===== config.mk =====
export PLATFORM = sky130hd
export DESIGN_NAME = cmp_sd_adc
export DESIGN_NICKNAME = d
export VERILOG_FILES = /design/src/rtl/adc_pkg.sv /design/src/rtl/adc_ctrl.sv /design/src/rtl/adc_datapath.sv /design/src/rtl/cmp_sd_adc.sv
export SDC_FILE = /design/constraint.sdc
export NUM_CORES = 1
export LEC_CHECK = 0
export ABC_AREA = 1
export BUFFER_PORTS_ARGS = -buffer_cell sky130_fd_sc_hd__buf_2
export CORE_ASPECT_RATIO = 0.7
export CORE_MARGIN = 5
export CORE_UTILIZATION = 50
export CTS_CLUSTER_SIZE = 16
export DETAILED_ROUTE_END_ITERATION = 10
export HOLD_SLACK_MARGIN = 0.05
export PLACE_DENSITY_LB_ADDON = 0.15
export SYNTH_ARGS = -nofsm -noshare
export SYNTH_HDL_FRONTEND = slang
export SYNTH_SLANG_ARGS = --single-unit

===== constraint.sdc =====
create_clock -name clk -period 3.4 [get_ports clk]
set_clock_uncertainty 0.15 [all_clocks]
set_input_delay 0.68 -clock clk [delete_from_list [all_inputs] [get_ports clk]]
set_output_delay 0.68 -clock clk [all_outputs]
set_load 0.005 [all_outputs]

===== src/rtl/adc_pkg.sv =====
package adc_pkg;

  // Strobes handed from the window control to the datapath.
  typedef struct packed {
    logic accumulate;  // add the current synchronized bit
    logic rollover;    // last sample of the window: latch and restart
  } adcCtrl_t;

endpackage


===== src/rtl/adc_ctrl.sv =====
module adc_ctrl
  import adc_pkg::*;
#(
  parameter int WINDOW      = 255,
  parameter int SYNC_STAGES = 2
) (
  input  logic     clk,
  input  logic     rstN,
  output adcCtrl_t ctrl
);

  localparam int CNT_W  = $clog2(WINDOW);
  localparam int FILL_W = $clog2(SYNC_STAGES + 1);

  logic [CNT_W-1:0]  winCnt;
  logic [FILL_W-1:0] fillCnt;
  logic              running;
  logic              lastSample;

  // Hold off until the synchronizer has filled with real samples.
  always_ff @(posedge clk) begin
    if (!rstN) begin
      fillCnt <= '0;
      running <= 1'b0;
    end else if (!running) begin
      if (fillCnt == FILL_W'(SYNC_STAGES - 1)) running <= 1'b1;
      fillCnt <= fillCnt + 1'b1;
    end
  end

  assign lastSample = running && (winCnt == CNT_W'(WINDOW - 1));

  always_ff @(posedge clk) begin
    if (!rstN)          winCnt <= '0;
    else if (lastSample) winCnt <= '0;
    else if (running)    winCnt <= winCnt + 1'b1;
  end

  always_comb begin
    ctrl.accumulate = running;
    ctrl.rollover   = lastSample;
  end


  window_restart_chk: assert property (@(posedge clk) disable iff (!rstN)
    ctrl.rollover |=> (winCnt == '0));


  window_range_chk: assert property (@(posedge clk) disable iff (!rstN)
    winCnt <= CNT_W'(WINDOW - 1));

endmodule


===== src/rtl/adc_datapath.sv =====
module adc_datapath
  import adc_pkg::*;
#(
  parameter int RES_W       = 8,
  parameter int WINDOW      = 255,
  parameter int SYNC_STAGES = 2
) (
  input  logic             clk,
  input  logic             rstN,
  input  adcCtrl_t         ctrl,
  input  logic             cmpIn,
  output logic             fbOut,
  output logic [RES_W-1:0] result,
  output logic             resultValid
);

  logic [SYNC_STAGES-1:0] syncReg;
  logic                   sampleBit;
  logic [RES_W-1:0]       acc;
  logic [RES_W-1:0]       accPlusBit;

  generate
    for (genvar s = 0; s < SYNC_STAGES; s++) begin : g_sync
      if (s == 0) begin : g_first
        always_ff @(posedge clk) begin
          if (!rstN) syncReg[0] <= 1'b0;
          else       syncReg[0] <= cmpIn;
        end
      end else begin : g_next
        always_ff @(posedge clk) begin
          if (!rstN) syncReg[s] <= 1'b0;
          else       syncReg[s] <= syncReg[s-1];
        end
      end
    end
  endgenerate

  assign sampleBit  = syncReg[SYNC_STAGES-1];
  assign fbOut      = sampleBit;
  assign accPlusBit = acc + {{(RES_W-1){1'b0}}, sampleBit};

  always_ff @(posedge clk) begin
    if (!rstN) begin
      acc         <= '0;
      result      <= '0;
      resultValid <= 1'b0;
    end else begin
      resultValid <= 1'b0;
      if (ctrl.rollover) begin
        result      <= accPlusBit;
        acc         <= '0;
        resultValid <= 1'b1;
      end else if (ctrl.accumulate) begin
        acc <= accPlusBit;
      end
    end
  end

  // Cycles since reset, saturating, so $past never reaches into reset.
  logic [1:0] ageCnt;
  always_ff @(posedge clk) begin
    if (!rstN)           ageCnt <= '0;
    else if (ageCnt != 2'd3) ageCnt <= ageCnt + 1'b1;
  end


  fb_lag_chk: assert property (@(posedge clk) disable iff (!rstN)
    (ageCnt >= 2'd2) |-> (fbOut == $past(cmpIn, 2)));


  valid_single_chk: assert property (@(posedge clk) disable iff (!rstN)
    resultValid |=> !resultValid);


  result_hold_chk: assert property (@(posedge clk) disable iff (!rstN)
    (ageCnt != 2'd0 && !$stable(result)) |-> resultValid);


  acc_bound_chk: assert property (@(posedge clk) disable iff (!rstN)
    acc <= RES_W'(WINDOW - 1));


  reset_clear_chk: assert property (@(posedge clk)
    !rstN |=> (result == '0 && !resultValid && !fbOut));

endmodule


===== src/rtl/cmp_sd_adc.sv =====
module cmp_sd_adc
  import adc_pkg::*;
#(
  parameter int RES_W       = 8,
  parameter int SYNC_STAGES = 2
) (
  input  logic             clk,
  input  logic             rstN,
  input  logic             cmpIn,
  output logic             fbOut,
  output logic [RES_W-1:0] result,
  output logic             resultValid
);

  localparam int WINDOW = (1 << RES_W) - 1;

  adcCtrl_t ctrl;

  adc_ctrl #(.WINDOW(WINDOW), .SYNC_STAGES(SYNC_STAGES)) u_ctrl (
    .clk  (clk),
    .rstN (rstN),
    .ctrl (ctrl)
  );

  adc_datapath #(.RES_W(RES_W), .WINDOW(WINDOW), .SYNC_STAGES(SYNC_STAGES)) u_dp (
    .clk         (clk),
    .rstN        (rstN),
    .ctrl        (ctrl),
    .cmpIn       (cmpIn),
    .fbOut       (fbOut),
    .result      (result),
    .resultValid (resultValid)
  );

endmodule


# After elaboration in Yosys (flattened, before gate mapping)
# Index checks and enable logic that the tools add are counted.
[word_totals]
n_memories = 0
output_inout_bits = 10
word_cells = 19
in_bits = 3
latchBits = 0
mem_bits_ro = 0
mem_bits_rw = 0
regBits = 30
[op_classes]
muxes = 3
n_addsub = 3
multipliers = 0
div_mod_pow = 0
n_reduce_logical = 2
bitwise = 1
n_shift = 0
n_eq_ne = 2
n_lt_le_gt_ge = 0
[op_table]
columns = ["op", "n"]
rows = [
  ["8-bit by 1-bit adder with 8-bit output", 1],
  ["8-bit by 1-bit adder with 8-bit output, second input constant", 1],
  ["8-bit equality test, second input constant", 1],
  ["1-bit two-way mux", 3],
  ["2-bit by 1-bit adder with 2-bit output, second input constant", 1],
  ["2-bit by 1-bit equality test with 1-bit output, second input constant", 1],
  ["2-bit OR reduction", 1],
  ["1-bit logical AND", 1],
  ["1-bit inverter", 1],
]

# Longest topological paths before layout
# Gate-level depths: netlist of the first run.
[depth]
word_depth = 3
mapped_depth = 9
ltp_nobuf = 9

# Cells and area by module
# Synthesis of the first run repeated with hierarchy kept, for this count alone.
[hier_totals]
cells_unflattened = 195
area_unflattened_um2 = 1406.3
[modules_own_cells]
columns = ["module", "cells_per_inst", "n_inst", "seq_area_each_um2", "area_per_inst_um2"]
rows = [
  ["adc_datapath", 117, 1, 380.4, 845.8],
  ["adc_ctrl", 78, 1, 220.2, 560.5],
]

# Least setup slack after synthesis of the first run
# No wires, ideal clock.
[synth_timing]
path_kind = "register -> register"
startpoint = "reg u_ctrl.winCnt[0]"
endpoint = "reg u_ctrl.winCnt[6]"
t_arrival_ns = 1.165
required_time_ns = 3.177
n_path_buf = 1
setup_ns = 0.073
path_slack_ns = 2.012
stages_incl_launch_ff = 9
cell_sequence = "dfxtp_1 inv_1 ha_1 nand2_1 nor2_2 nand2_4 nand2_4 buf_8 nor3_4"
[synth_via]
elab_chain_cells = 3
[synth_rtl]
columns = ["element", "line_no", "rtl"]
rows = [
  ["start, declared", "adc_ctrl.sv:15", "logic [CNT_W-1:0] winCnt;"],
  ["start signal, assigned", "adc_ctrl.sv:36", "else if (running) winCnt <= winCnt + 1'b1;"],
  ["branches (longest 3 deep; another with 8-bit by 1-bit adder with 8-bit output)", "-", ""],
]
# Parallel ways; which one is timed is not known.
# A chain may end at the register's enable or synchronous reset.

# Worst setup path after layout of the first run
[layout_timing]
startpoint = "reg u_ctrl.running"
endpoint = "reg u_ctrl.winCnt[1]"
[layout_via]
elab_chain_cells = 2
[layout_rtl]
columns = ["element", "line_no", "rtl"]
rows = [
  ["start, declared", "adc_ctrl.sv:17", "logic running;"],
  ["start signal, assigned", "adc_ctrl.sv:24", "running <= 1'b0;"],
  ["start signal, assigned", "adc_ctrl.sv:26", "if (fillCnt == FILL_W'(SYNC_STAGES - 1)) running <= 1'b1;"],
  ["1-bit logical AND", "adc_ctrl.sv:31", "assign lastSample = running && (winCnt == CNT_W'(WINDOW - 1));"],
  ["2-bit OR reduction (no line)", "-", ""],
]
# Parallel ways exist; a longest one is shown, timed or not.

==> parameters.txt, run 1 <==
Parameter                              Value

Pwr
  Total power per unit cell area    around 550 nW/um^2
  Worst VDD drop    around 0.00035 V
  Total leakage power    about 0.75 nW

Timing
  Crit path time final    1.78 ns
  Max-slew violation count    0
  Total Neg Setup Slack    0 ns
  Worst-case headroom to the max-slew limit    between 50% and 60%
  Final hold viol count    0
  Actual slew at the worst max-slew pin    between 0.6 and 0.7 ns
  Maximum frequency from static timing analysis    about 560 MHz
  Final Cycle Share    52.5%
  Worst hold slack across all endpoints    ~0.29 ns
  Setup-failing EPs final    0
  Unrepaired setup endpoints after global routing    false

Global route
  Combined global-route utilization of all metal layers    between 15 and 20%
  Wire length of the first global-routing pass    between 4000 and 5000 um
  Antenna violations before repair    0
  Number of global-route vias before repair    about 1000
  Remaining global-route overflow    0
  Largest net degree at the start of global routing    18

Critical path
  Worst path max stage delay    approximately 0.73 ns
  Buffers & Inverters on Critical Path    1
  Category of the worst setup path launch point    flip-flop
  Crit path arrival time    between 1.5 and 2 ns
  Largest driver fanout on the critical path    17
  Slowest-stage cell, CP    sky130_fd_sc_hd__dfxtp_1
  Required time at the endpoint of the critical path    about 3.5 ns
  Logic depth of the worst path, buffers included    3
  Worst R2R Path Depth    3
  Dominant delay contributor by cell family on the critical path    flip-flops
  Sort of element at the end of the critical path    flip-flop
  Crit path cell chain    inv_1 -> or2_2 -> a21oi_1
  Type of the worst setup path    flip-flop to flip-flop

Logic synthesis
  Portion of the post-synthesis area used by sequential elements    between 40% and 50%
  Number of instances in the synthesized netlist    approximately 180
  Mean Syn Cell Area    ~7.5 um^2
  Total standard cell area after synthesis    ~1400 um^2
  Synth unique cells    23
  Syn nets    192
  Number of warnings printed during yosys synthesis    0
  Flops & latches, synth    30

Clock network
  Number of buffers inserted during clock tree synthesis    5
  Maximum buffer depth of the clock tree    2
  Clock-pin slew on the worst setup and hold paths    0.06 ns
  Clock insertion delay at the later pin of the skew report    ~0.28 ns
  Number of hold buffers added after CTS    0
  Maximum level of the CTS H-tree    2
  Post_cts resized    0
  Number of buffers added for setup after CTS    0
  Clock tree root buffer cell    sky130_fd_sc_hd__clkbuf_8
  Number of sinks driven by the clock tree    30
  Clock tree from TritonCTS    yes

Hold path
  Min-delay worst type    flip-flop to flip-flop
  Hold depth    2

Routing
  TritonRoute pass-1 iters    4
  Number of nets still failing antenna checks after routing    0
  Count of unresolved DRC violations after routing    0
  DRC violation total after the first TritonRoute iteration    42
  Via count    approximately 1100
  WL per Instance    around 11 um
  Routed wire length    between 2000 and 3000 um
  Drt via density    around 4.9

Floorplanning
  Std-Cell Core Area    about 2600 um^2
  Floorplan die width    72.7 um
  Die Footprint    roughly 3900 um^2
  Row count    15
  IO Pins    13
  Initial core utilization    between 50% and 60%
  Die height    about 54 um

Place
  Count of port buffers added during placement    12
  Final Wtd Congestion    between 0.7 and 0.8
  Detailed placer's ending HPWL    roughly 1900 um

Cells and area
  Storage element area    about 600 um^2
  Inserted Diodes    0
  Area growth from synthesis to layout    11.5%
  Area taken by multi-input logic gates    approximately 660 um^2
  Proportion of layout cells with a drive suffix above 1    14.5%
  Layout Nets    between 200 and 250
  Final-layout fill cell count    about 240

Status
  Result of the run    finished, final reports clean

Run
  Max-cap viol count    0
synthesized netlist by cell type:
library cell / n / area [um^2]
sky130_fd_sc_hd__inv_1: 19 / 71.3
sky130_fd_sc_hd__dfxtp_1: 30 / 601
sky130_fd_sc_hd__ha_1: 5 / 62.6
sky130_fd_sc_hd__nor3_4: 1 / 16.3
sky130_fd_sc_hd__a21oi_1: 8 / 40.0
sky130_fd_sc_hd__nand2_4: 3 / 33.8
sky130_fd_sc_hd__xor2_1: 3 / 26.3
sky130_fd_sc_hd__xnor2_1: 2 / 17.5
sky130_fd_sc_hd__or2_2: 1 / 6.26
sky130_fd_sc_hd__nor3_2: 1 / 10.0
sky130_fd_sc_hd__inv_4: 1 / 6.26
sky130_fd_sc_hd__o21ai_0: 3 / 15.0
sky130_fd_sc_hd__nand3_1: 9 / 45.0
sky130_fd_sc_hd__nor2_2: 1 / 6.26
sky130_fd_sc_hd__nand2_1: 61 / 229
sky130_fd_sc_hd__nor2_1: 28 / 105
sky130_fd_sc_hd__nor2_4: 1 / 11.3
sky130_fd_sc_hd__o211ai_1: 1 / 7.51
sky130_fd_sc_hd__buf_6: 1 / 11.3
sky130_fd_sc_hd__nand3b_1: 1 / 7.51
sky130_fd_sc_hd__buf_2: 2 / 10.0
sky130_fd_sc_hd__nor2_8: 1 / 20.0
sky130_fd_sc_hd__buf_8: 1 / 15.0
layout make-up:
type,instances,area share (%)
clock buffers,7,5.64
clock inverters,1,0.327
inverters,20,5.07
multi-input cells,130,43.1
flip-flops and latches,30,39.2
well taps,34,2.78
repair buffers,12,3.92
metal layers:
layer | share of wire (%) | global-route usage, % | up-vias
li1 | - | - | 595
met1 | 48 | 17.8 | 517
met2 | 45 | 24.4 | 22
met3 | 4.8 | 5.60 | 6
met4 | 2.3 | 10.1 | 0
met5 | 0 | 0 | -
worst register-to-register path: stages, from the launching register on:
cell	delay, ns
sky130_fd_sc_hd__dfxtp_1	0.73
sky130_fd_sc_hd__inv_1	0.34
sky130_fd_sc_hd__or2_2	0.36
sky130_fd_sc_hd__a21oi_1	0.13
where the power goes:
part           total [mW]  switching (mW)  internal [mW]
Sequential          0.430          0.0424          0.387
Combinational       0.124          0.0735         0.0501
Clock               0.287           0.124          0.163
logic make-up after synthesis:
family | after synthesis | synth area share (%)
AND/OR/NAND/NOR | 108 | 35.7
flip-flops | 30 | 43.7
buffers and inverters | 24 | 8.29
AO/OA/AOI/OAI | 12 | 4.55
XOR/XNOR | 5 | 3.19
adder cells (fa/ha/maj) | 5 | 4.55
sequential cells by signal, indices dropped and copies added, names as in the netlist:
signal / flops
u_dp.acc: 8
u_dp.syncReg: 1
u_ctrl.winCnt: 8
u_dp.result: 8
u_ctrl.running: 1
u_dp.resultValid: 1
u_ctrl.fillCnt: 2
u_dp.fbOut: 1
final timing paths:
kind         slack, ns                       start                            end
max               1.62   u_ctrl.running$_SDFF_PN0_  u_ctrl.winCnt[1]$_SDFFE_PP0P_
min               0.29  u_dp.syncReg[0]$_SDFF_PN0_          u_dp.fbOut$_SDFF_PN0_
max reg2reg       1.62   u_ctrl.running$_SDFF_PN0_  u_ctrl.winCnt[1]$_SDFFE_PP0P_
min reg2reg       0.29  u_dp.syncReg[0]$_SDFF_PN0_          u_dp.fbOut$_SDFF_PN0_
through the flow:
stage / cells / utilization, % / power, mW / area (um^2) / worst slack (ns)
floorplan: 184 / - / 0.542 / 1370 / 2.01
detailed placement: 226 / 56.4 / 0.563 / 1440 / 1.61
global placement: 226 / 56.4 / 0.552 / 1440 / 1.73
finish: 234 / 60.0 / 0.840 / 1530 / 1.62
global route: 234 / 60.0 / 0.895 / 1530 / 1.50
CTS: 234 / 60.0 / 0.850 / 1530 / 1.62
layout by cell type, fill, tap and decap left out, types with 5 or more instances in the layout:
master	count
sky130_fd_sc_hd__inv_1	19
sky130_fd_sc_hd__nand3_1	9
sky130_fd_sc_hd__buf_2	12
sky130_fd_sc_hd__ha_1	5
sky130_fd_sc_hd__clkbuf_8	6
sky130_fd_sc_hd__dfxtp_1	30
sky130_fd_sc_hd__nor2_1	28
sky130_fd_sc_hd__a21oi_1	8
sky130_fd_sc_hd__nand2_1	61
Note: power is estimated with default switching activity, not from simulation.
==> inputs of run 2 (changes only) <==
==> constraint.sdc (replaced) <==
create_clock -name clk -period 1.5 [get_ports clk]
set_clock_uncertainty 0.15 [all_clocks]
set_input_delay 0.3 -clock clk [delete_from_list [all_inputs] [get_ports clk]]
set_output_delay 0.3 -clock clk [all_outputs]
set_load 0.005 [all_outputs]
==> parameters.txt, run 2 (synthesized netlist as in run 1, its figures left out) <==
Parameter                              Value

Status
  Result of the run    finished, final reports clean

Clock network
  Clock-pin slew on the worst setup and hold paths    0.06 ns (about the same)
  Number of buffers inserted during clock tree synthesis    5 (unchanged)
  Maximum buffer depth of the clock tree    2 (unchanged)
  Maximum level of the CTS H-tree    2 (unchanged)
  Number of hold buffers added after CTS    0 (unchanged)
  Post_cts resized    0 (unchanged)
  Number of buffers added for setup after CTS    0 (unchanged)
  Number of sinks driven by the clock tree    30 (unchanged)
  Clock tree from TritonCTS    yes
  Clock insertion delay at the later pin of the skew report    0.28 ns (about the same)
  Clock tree root buffer cell    sky130_fd_sc_hd__clkbuf_8

Critical path
  Timing startpoint of the critical path    u_ctrl.winCnt[0]$_SDFFE_PP0P_
  Dominant delay contributor by cell family on the critical path    simple AND/OR/NAND/NOR gates
  Buffers & Inverters on Critical Path    2 (+1)
  Worst path max stage delay    0.33 ns (-0.40 ns)
  Category of the worst setup path launch point    flip-flop
  R2r endpoint    u_ctrl.winCnt[6]$_SDFFE_PP0P_
  Slowest-stage cell, CP    sky130_fd_sc_hd__dfxtp_1
  Sort of element at the end of the critical path    flip-flop
  Worst R2R Path Depth    8 (+5)
  Crit path to    u_ctrl.winCnt[6]$_SDFFE_PP0P_
  Largest driver fanout on the critical path    9 (-8)
  Type of the worst setup path    flip-flop to flip-flop
  Crit path arrival time    1.48 ns (-0.36 ns)
  R2r setup slk    0.07 ns (-1.54 ns)
  Crit path cell chain    inv_1 -> ha_1 -> nand2_1 -> nor2_2 -> nand2_4 -> nand2_8 -> buf_12 -> nor3_4
  Worst flop-to-flop path startpoint    u_ctrl.winCnt[0]$_SDFFE_PP0P_
  Required time at the endpoint of the critical path    1.55 ns (-1.91 ns)
  Logic depth of the worst path, buffers included    8 (+5)

Timing
  Setup-failing EPs final    0 (unchanged)
  Least setup slack across all paths after layout    0.0745 ns (-1.54 ns)
  Unrepaired setup endpoints after global routing    true
  Worst-case headroom to the max-slew limit    83.7% (+27 points)
  Max-slew violation count    0 (unchanged)
  Final hold viol count    0 (unchanged)
  Crit path time final    1.43 ns (-0.358 ns)
  Final Cycle Share    95.0% (+43 points)
  Actual slew at the worst max-slew pin    0.244 ns (-0.398 ns)
  Maximum frequency from static timing analysis    702 MHz (+25%)

Floorplanning
  Floorplan die width    72.7 um (unchanged)
  Die Footprint    3910 um^2 (unchanged)
  IO Pins    13 (unchanged)
  Row count    15 (unchanged)
  Initial core utilization    53.8% (unchanged)
  Die height    53.9 um (unchanged)
  Std-Cell Core Area    2550 um^2 (unchanged)

Pwr
  Total leakage power    0.766 nW (+2.2%)
  Switching pwr    0.558 mW (+130%)
  Sequential share of power    49.9% (-1.2 points)
  Total power per unit cell area    1190 nW/um^2 (+120%)
  Clock network fraction of total power    31.2% (-3.0 points)
  Share of total power in combinational logic    18.9% (+4.2 points)
  Internal power contribution    1.34 mW (+120%)
  Switch share    29.4% (+0.86 points)
  Worst VDD drop    0.000786 V (+130%)

Routing
  DRC violation total after the first TritonRoute iteration    38 (-9.5%)
  TritonRoute pass-1 iters    4 (unchanged)
  Via count    1128 (-1.1%)
  Count of unresolved DRC violations after routing    0 (unchanged)
  Number of nets still failing antenna checks after routing    0 (unchanged)
  Routed wire length    2530 um (+0.36%)
  WL per Instance    10.7 um (-0.91%)
  Drt via density    4.76 (-2.3%)

Place
  Count of port buffers added during placement    12 (unchanged)
  Cell area after placement    1480 um^2 (+3.0%)
  Detailed placer's ending HPWL    1870 um (-3.2%)
  Final Wtd Congestion    0.865 (+12%)
  Pre-CTS worst setup slack    0.0392 ns (-1.57 ns)

Run
  Max-cap viol count    0 (unchanged)

Global route
  Largest net degree at the start of global routing    13 (-5)
  Remaining global-route overflow    0 (unchanged)
  Number of global-route vias before repair    964 (-4.0%)
  Antenna violations before repair    0 (unchanged)
  Wire length of the first global-routing pass    4240 um (-1.6%)
  Combined global-route utilization of all metal layers    14.6% (-0.87 points)

Cells and area
  Commonest cells after routing, fill and taps aside    60 x sky130_fd_sc_hd__nand2_1, 27 x sky130_fd_sc_hd__nor2_1, 27 x sky130_fd_sc_hd__dfxtp_1
  Layout Cell Area excl Fill    1600 um^2 (+4.2%)
  Leading cell type in the layout, fill and taps excluded    sky130_fd_sc_hd__nand2_1
  Inserted Diodes    0 (unchanged)
  Proportion of layout cells with a drive suffix above 1    20.2% (+5.7 points)
  Largest registers in the final layout    u_ctrl.winCnt: 8 flops, u_dp.acc: 8 flops, u_dp.result: 8 flops
  Area growth from synthesis to layout    16.2%
  Utilization after layout    62.5% (+2.5 points)
  Layout Nets    211 (+1.9%)

Hold path
  Hold Crit Start    cmpIn
  Min-delay worst type    input pin to flip-flop
[run 2: cell type report]
type | instances | area (um^2)
multi-input combinational | 130 | 688
inverter | 20 | 80.1
clock inverter | 2 | 10.0
timing repair buffer | 16 | 103
clock buffer | 5 | 68.8
tap | 34 | 42.5
fill | 228 | 956
sequential | 30 | 604
[run 2: per-stage QoR]
step / hold WS (ns) / cells / TNS [ns] / total power, mW
6_report: 0.0634 / 237 / 0 / 1.90
5_1_grt: 0.0686 / 237 / -0.0390 / 2.01
4_1_cts: 0.0547 / 237 / 0 / 1.91
3_5_place_dp: 0.248 / 230 / 0 / 1.31
3_3_place_gp: 0.250 / 230 / 0 / 1.29
2_1_floorplan: 0.240 / 184 / 0 / 1.23
[run 2: worst register-to-register path, delay by kind of cell, from the launching register on]
| family | cells | cell delay (ns) |
|---|---|---|
| buf+inv | 2 | 0.21 |
| flops | 1 | 0.33 |
| fa+ha+maj | 1 | 0.18 |
| simple gates | 5 | 0.48 |
[run 2: worst min path at each step]
stage	to	depth (start not counted)
after floorplan	u_dp.fbOut$_SDFF_PN0_	2
after global placement	u_dp.fbOut$_SDFF_PN0_	2
after detailed placement	u_dp.fbOut$_SDFF_PN0_	2
after CTS	u_dp.syncReg[0]$_SDFF_PN0_	3
after global routing	u_dp.syncReg[0]$_SDFF_PN0_	3
final	u_dp.syncReg[0]$_SDFF_PN0_	3
[run 2: power by group through the flow]
stage	clock network, mW	logic [mW]	registers, mW
2_1_floorplan	0	0.291	0.938
3_3_place_gp	0	0.332	0.958
3_5_place_dp	0	0.351	0.960
4_1_cts	0.614	0.352	0.942
5_1_grt	0.645	0.412	0.958
6_report	0.593	0.358	0.947
[run 2: layer usage]
layer  track usage (%)  vias up  part of all wire [%]
met2              21.9       30                    43
li1                  -      598                     -
met5                 0        -                     0
met4              6.44        0                   1.5
met1              18.3      494                    48
met3              6.16        6                   7.3
==> inputs of run 3 (changes only) <==
--- a/config.mk
+++ b/config.mk
@@ -6,12 +6,12 @@
 export NUM_CORES = 1
 export LEC_CHECK = 0
 export ABC_AREA = 1
-export BUFFER_PORTS_ARGS = -buffer_cell sky130_fd_sc_hd__buf_2
 export CORE_ASPECT_RATIO = 0.7
 export CORE_MARGIN = 5
 export CORE_UTILIZATION = 50
 export CTS_CLUSTER_SIZE = 16
 export DETAILED_ROUTE_END_ITERATION = 10
+export DONT_BUFFER_PORTS = 1
 export HOLD_SLACK_MARGIN = 0.05
 export PLACE_DENSITY_LB_ADDON = 0.15
 export SYNTH_ARGS = -nofsm -noshare
==> parameters.txt, run 3 (synthesized netlist as in run 1, its figures left out) <==
Parameter                              Value

Critical path
  Timing startpoint of the critical path    u_dp.acc[0]$_SDFFE_PP0P_
  Worst path max stage delay    0.33 ns (about the same)
  Largest driver fanout on the critical path    4 (-5)
  Required time at the endpoint of the critical path    1.54 ns (about the same)
  Type of the worst setup path    flip-flop to flip-flop
  Crit path arrival time    1.46 ns (-0.02 ns)
  Crit path cell chain    ha_4 -> ha_2 -> nand2_1 -> inv_2 -> nor2_1 -> nand2_1 -> a21oi_1
  Worst flop-to-flop path startpoint    u_dp.acc[0]$_SDFFE_PP0P_
  Slowest-stage cell, CP    sky130_fd_sc_hd__dfxtp_2
  Category of the worst setup path launch point    flip-flop
  Most repeated library cell on the critical path    sky130_fd_sc_hd__nand2_1
  Sort of element at the end of the critical path    flip-flop

Global route
  Largest net degree at the start of global routing    15 (+2)
  Wire length of the first global-routing pass    4600 um (+8.6%)
  Combined global-route utilization of all metal layers    15.8% (+1.3 points)
  Remaining global-route overflow    0 (unchanged)
  Antenna violations before repair    0 (unchanged)
  Number of global-route vias before repair    1073 (+11%)

Pwr
  Total leakage power    0.734 nW (-4.2%)
  Total power per unit cell area    1200 nW/um^2 (+1.1%)
  Worst VDD drop    0.000633 V (-19%)
  Pwr Total    1.91 mW (+0.87%)

Routing
  Number of nets still failing antenna checks after routing    0 (unchanged)
  DRC violation total after the first TritonRoute iteration    66 (+74%)
  Routed wire length    2660 um (+5.1%)
  TritonRoute pass-1 iters    4 (unchanged)
  Count of unresolved DRC violations after routing    0 (unchanged)
  Via count    1104 (-2.1%)
  WL per Instance    11.4 um (+6.9%)
  Drt via density    4.74 (-0.45%)

Timing
  Actual slew at the worst max-slew pin    0.256 ns (+0.0125 ns)
  Final hold viol count    0 (unchanged)
  Worst-case headroom to the max-slew limit    82.9% (-0.80 points)
  Least setup slack across all paths after layout    0.0805 ns (+0.00598 ns)
  Crit path time final    1.42 ns (-0.00598 ns)
  Maximum frequency from static timing analysis    704 MHz (+0.42%)
  Total Neg Setup Slack    0 ns (unchanged)
  Setup-failing EPs final    0 (unchanged)
  Worst hold slack across all endpoints    0.116 ns (+0.0524 ns)
  Final Cycle Share    94.6% (-0.40 points)
  Max-slew violation count    0 (unchanged)

Floorplanning
  Std-Cell Core Area    2550 um^2 (unchanged)
  IO Pins    13 (unchanged)
  Initial core utilization    53.8% (unchanged)
  Die height    53.9 um (unchanged)
  Die Footprint    3910 um^2 (unchanged)
  Row count    15 (unchanged)
  Floorplan die width    72.7 um (unchanged)

Place
  Count of port buffers added during placement    0 (-12)
  Cell Count Post-Placement    222 (-3.5%)
  Pre-CTS worst setup slack    0.0341 ns (-0.00510 ns)
  Cell area after placement    1440 um^2 (-2.9%)
  Detailed placer's ending HPWL    1900 um (+2.0%)
  Final Wtd Congestion    0.846 (-2.2%)

Clock network
  Maximum buffer depth of the clock tree    2 (unchanged)
  Number of sinks driven by the clock tree    30 (unchanged)
  Clock insertion delay at the later pin of the skew report    0.28 ns (about the same)
  Clock-pin slew on the worst setup and hold paths    0.06 ns (about the same)
  Clock tree root buffer cell    sky130_fd_sc_hd__clkbuf_8
  Maximum level of the CTS H-tree    2 (unchanged)
  Clock tree from TritonCTS    yes
  Number of buffers inserted during clock tree synthesis    5 (unchanged)

Cells and area
  Area growth from synthesis to layout    15.9%
  Proportion of layout cells with a drive suffix above 1    14.6% (-5.6 points)
  Layout Nets    207 (-1.9%)
  Leading cell type in the layout, fill and taps excluded    sky130_fd_sc_hd__nand2_1
  Utilization after layout    62.4% (-0.15 points)
  Layout Cell Area excl Fill    1590 um^2 (-0.23%)
  Final cell count without fillers    233 (-1.7%)
  Commonest cells after routing, fill and taps aside    61 x sky130_fd_sc_hd__nand2_1, 28 x sky130_fd_sc_hd__nor2_1, 28 x sky130_fd_sc_hd__dfxtp_1
  Final-layout fill cell count    244 (+7.0%)
  Largest registers in the final layout    u_ctrl.winCnt: 8 flops, u_dp.acc: 8 flops, u_dp.result: 8 flops
  Inserted Diodes    0 (unchanged)

Hold path
  Hold Crit Start    rstN
  Min-delay worst type    input pin to flip-flop

Status
  Result of the run    finished, final reports clean

Run
  Max-cap viol count    0 (unchanged)
## run 3: changes by cell type in the layout (fill, tap and decap cells not counted), moves of 2 or more
cell and change:
sky130_fd_sc_hd__buf_4 +5, sky130_fd_sc_hd__dlygate4sd3_1 +3, sky130_fd_sc_hd__buf_2 -12, sky130_fd_sc_hd__clkbuf_1 +2, sky130_fd_sc_hd__clkinv_2 -2
## run 3: repair_timing
action / in CTS / in global routing
resized for setup: 0 / 8
endpoints found under the setup margin: 0 / 16
setup buffers: 0 / 1
hold buffers: 2 / 1
hold endpoints to repair: 4 / 1
## run 3: per-layer routing
layer | GRT usage, % | part of all wire, % | vias up
met5 | 0 | 0 | -
met4 | 10.1 | 1.9 | 0
met3 | 5.22 | 6.8 | 5
met2 | 23.8 | 42 | 22
met1 | 19.6 | 49 | 485
li1 | - | - | 592
## run 3: worst max-delay path, delay by kind of cell (launching register included)
kind,cells,cell delay (ns)
compound gates,1,0.16
fa+ha+maj,2,0.33
buf+inv,1,0.05
flops,1,0.33
simple gates,3,0.30
## run 3: final timing paths
check | endpoint | slack (ns) | depth (start not counted)
max reg2reg | u_dp.acc[2]$_SDFFE_PP0P_ | 0.08 | 7
min | u_ctrl.running$_SDFF_PN0_ | 0.12 | 2
min reg2reg | u_dp.fbOut$_SDFF_PN0_ | 0.27 | 2
max | u_dp.acc[2]$_SDFFE_PP0P_ | 0.08 | 7
## run 3: power breakdown
part | switching [mW] | total, mW | internal, mW
logic | 0.208 | 0.375 | 0.167
clock network | 0.272 | 0.590 | 0.318
registers | 0.0701 | 0.949 | 0.879
## run 3: cell type report
type	instances	area (um^2)	area share (%)
multi-input combinational	130	683	42.9
sequential	30	603	37.9
timing repair buffer	12	110	6.91
inverter	20	77.6	4.87
clock buffer	7	76.3	4.79
tap	34	42.5	2.67
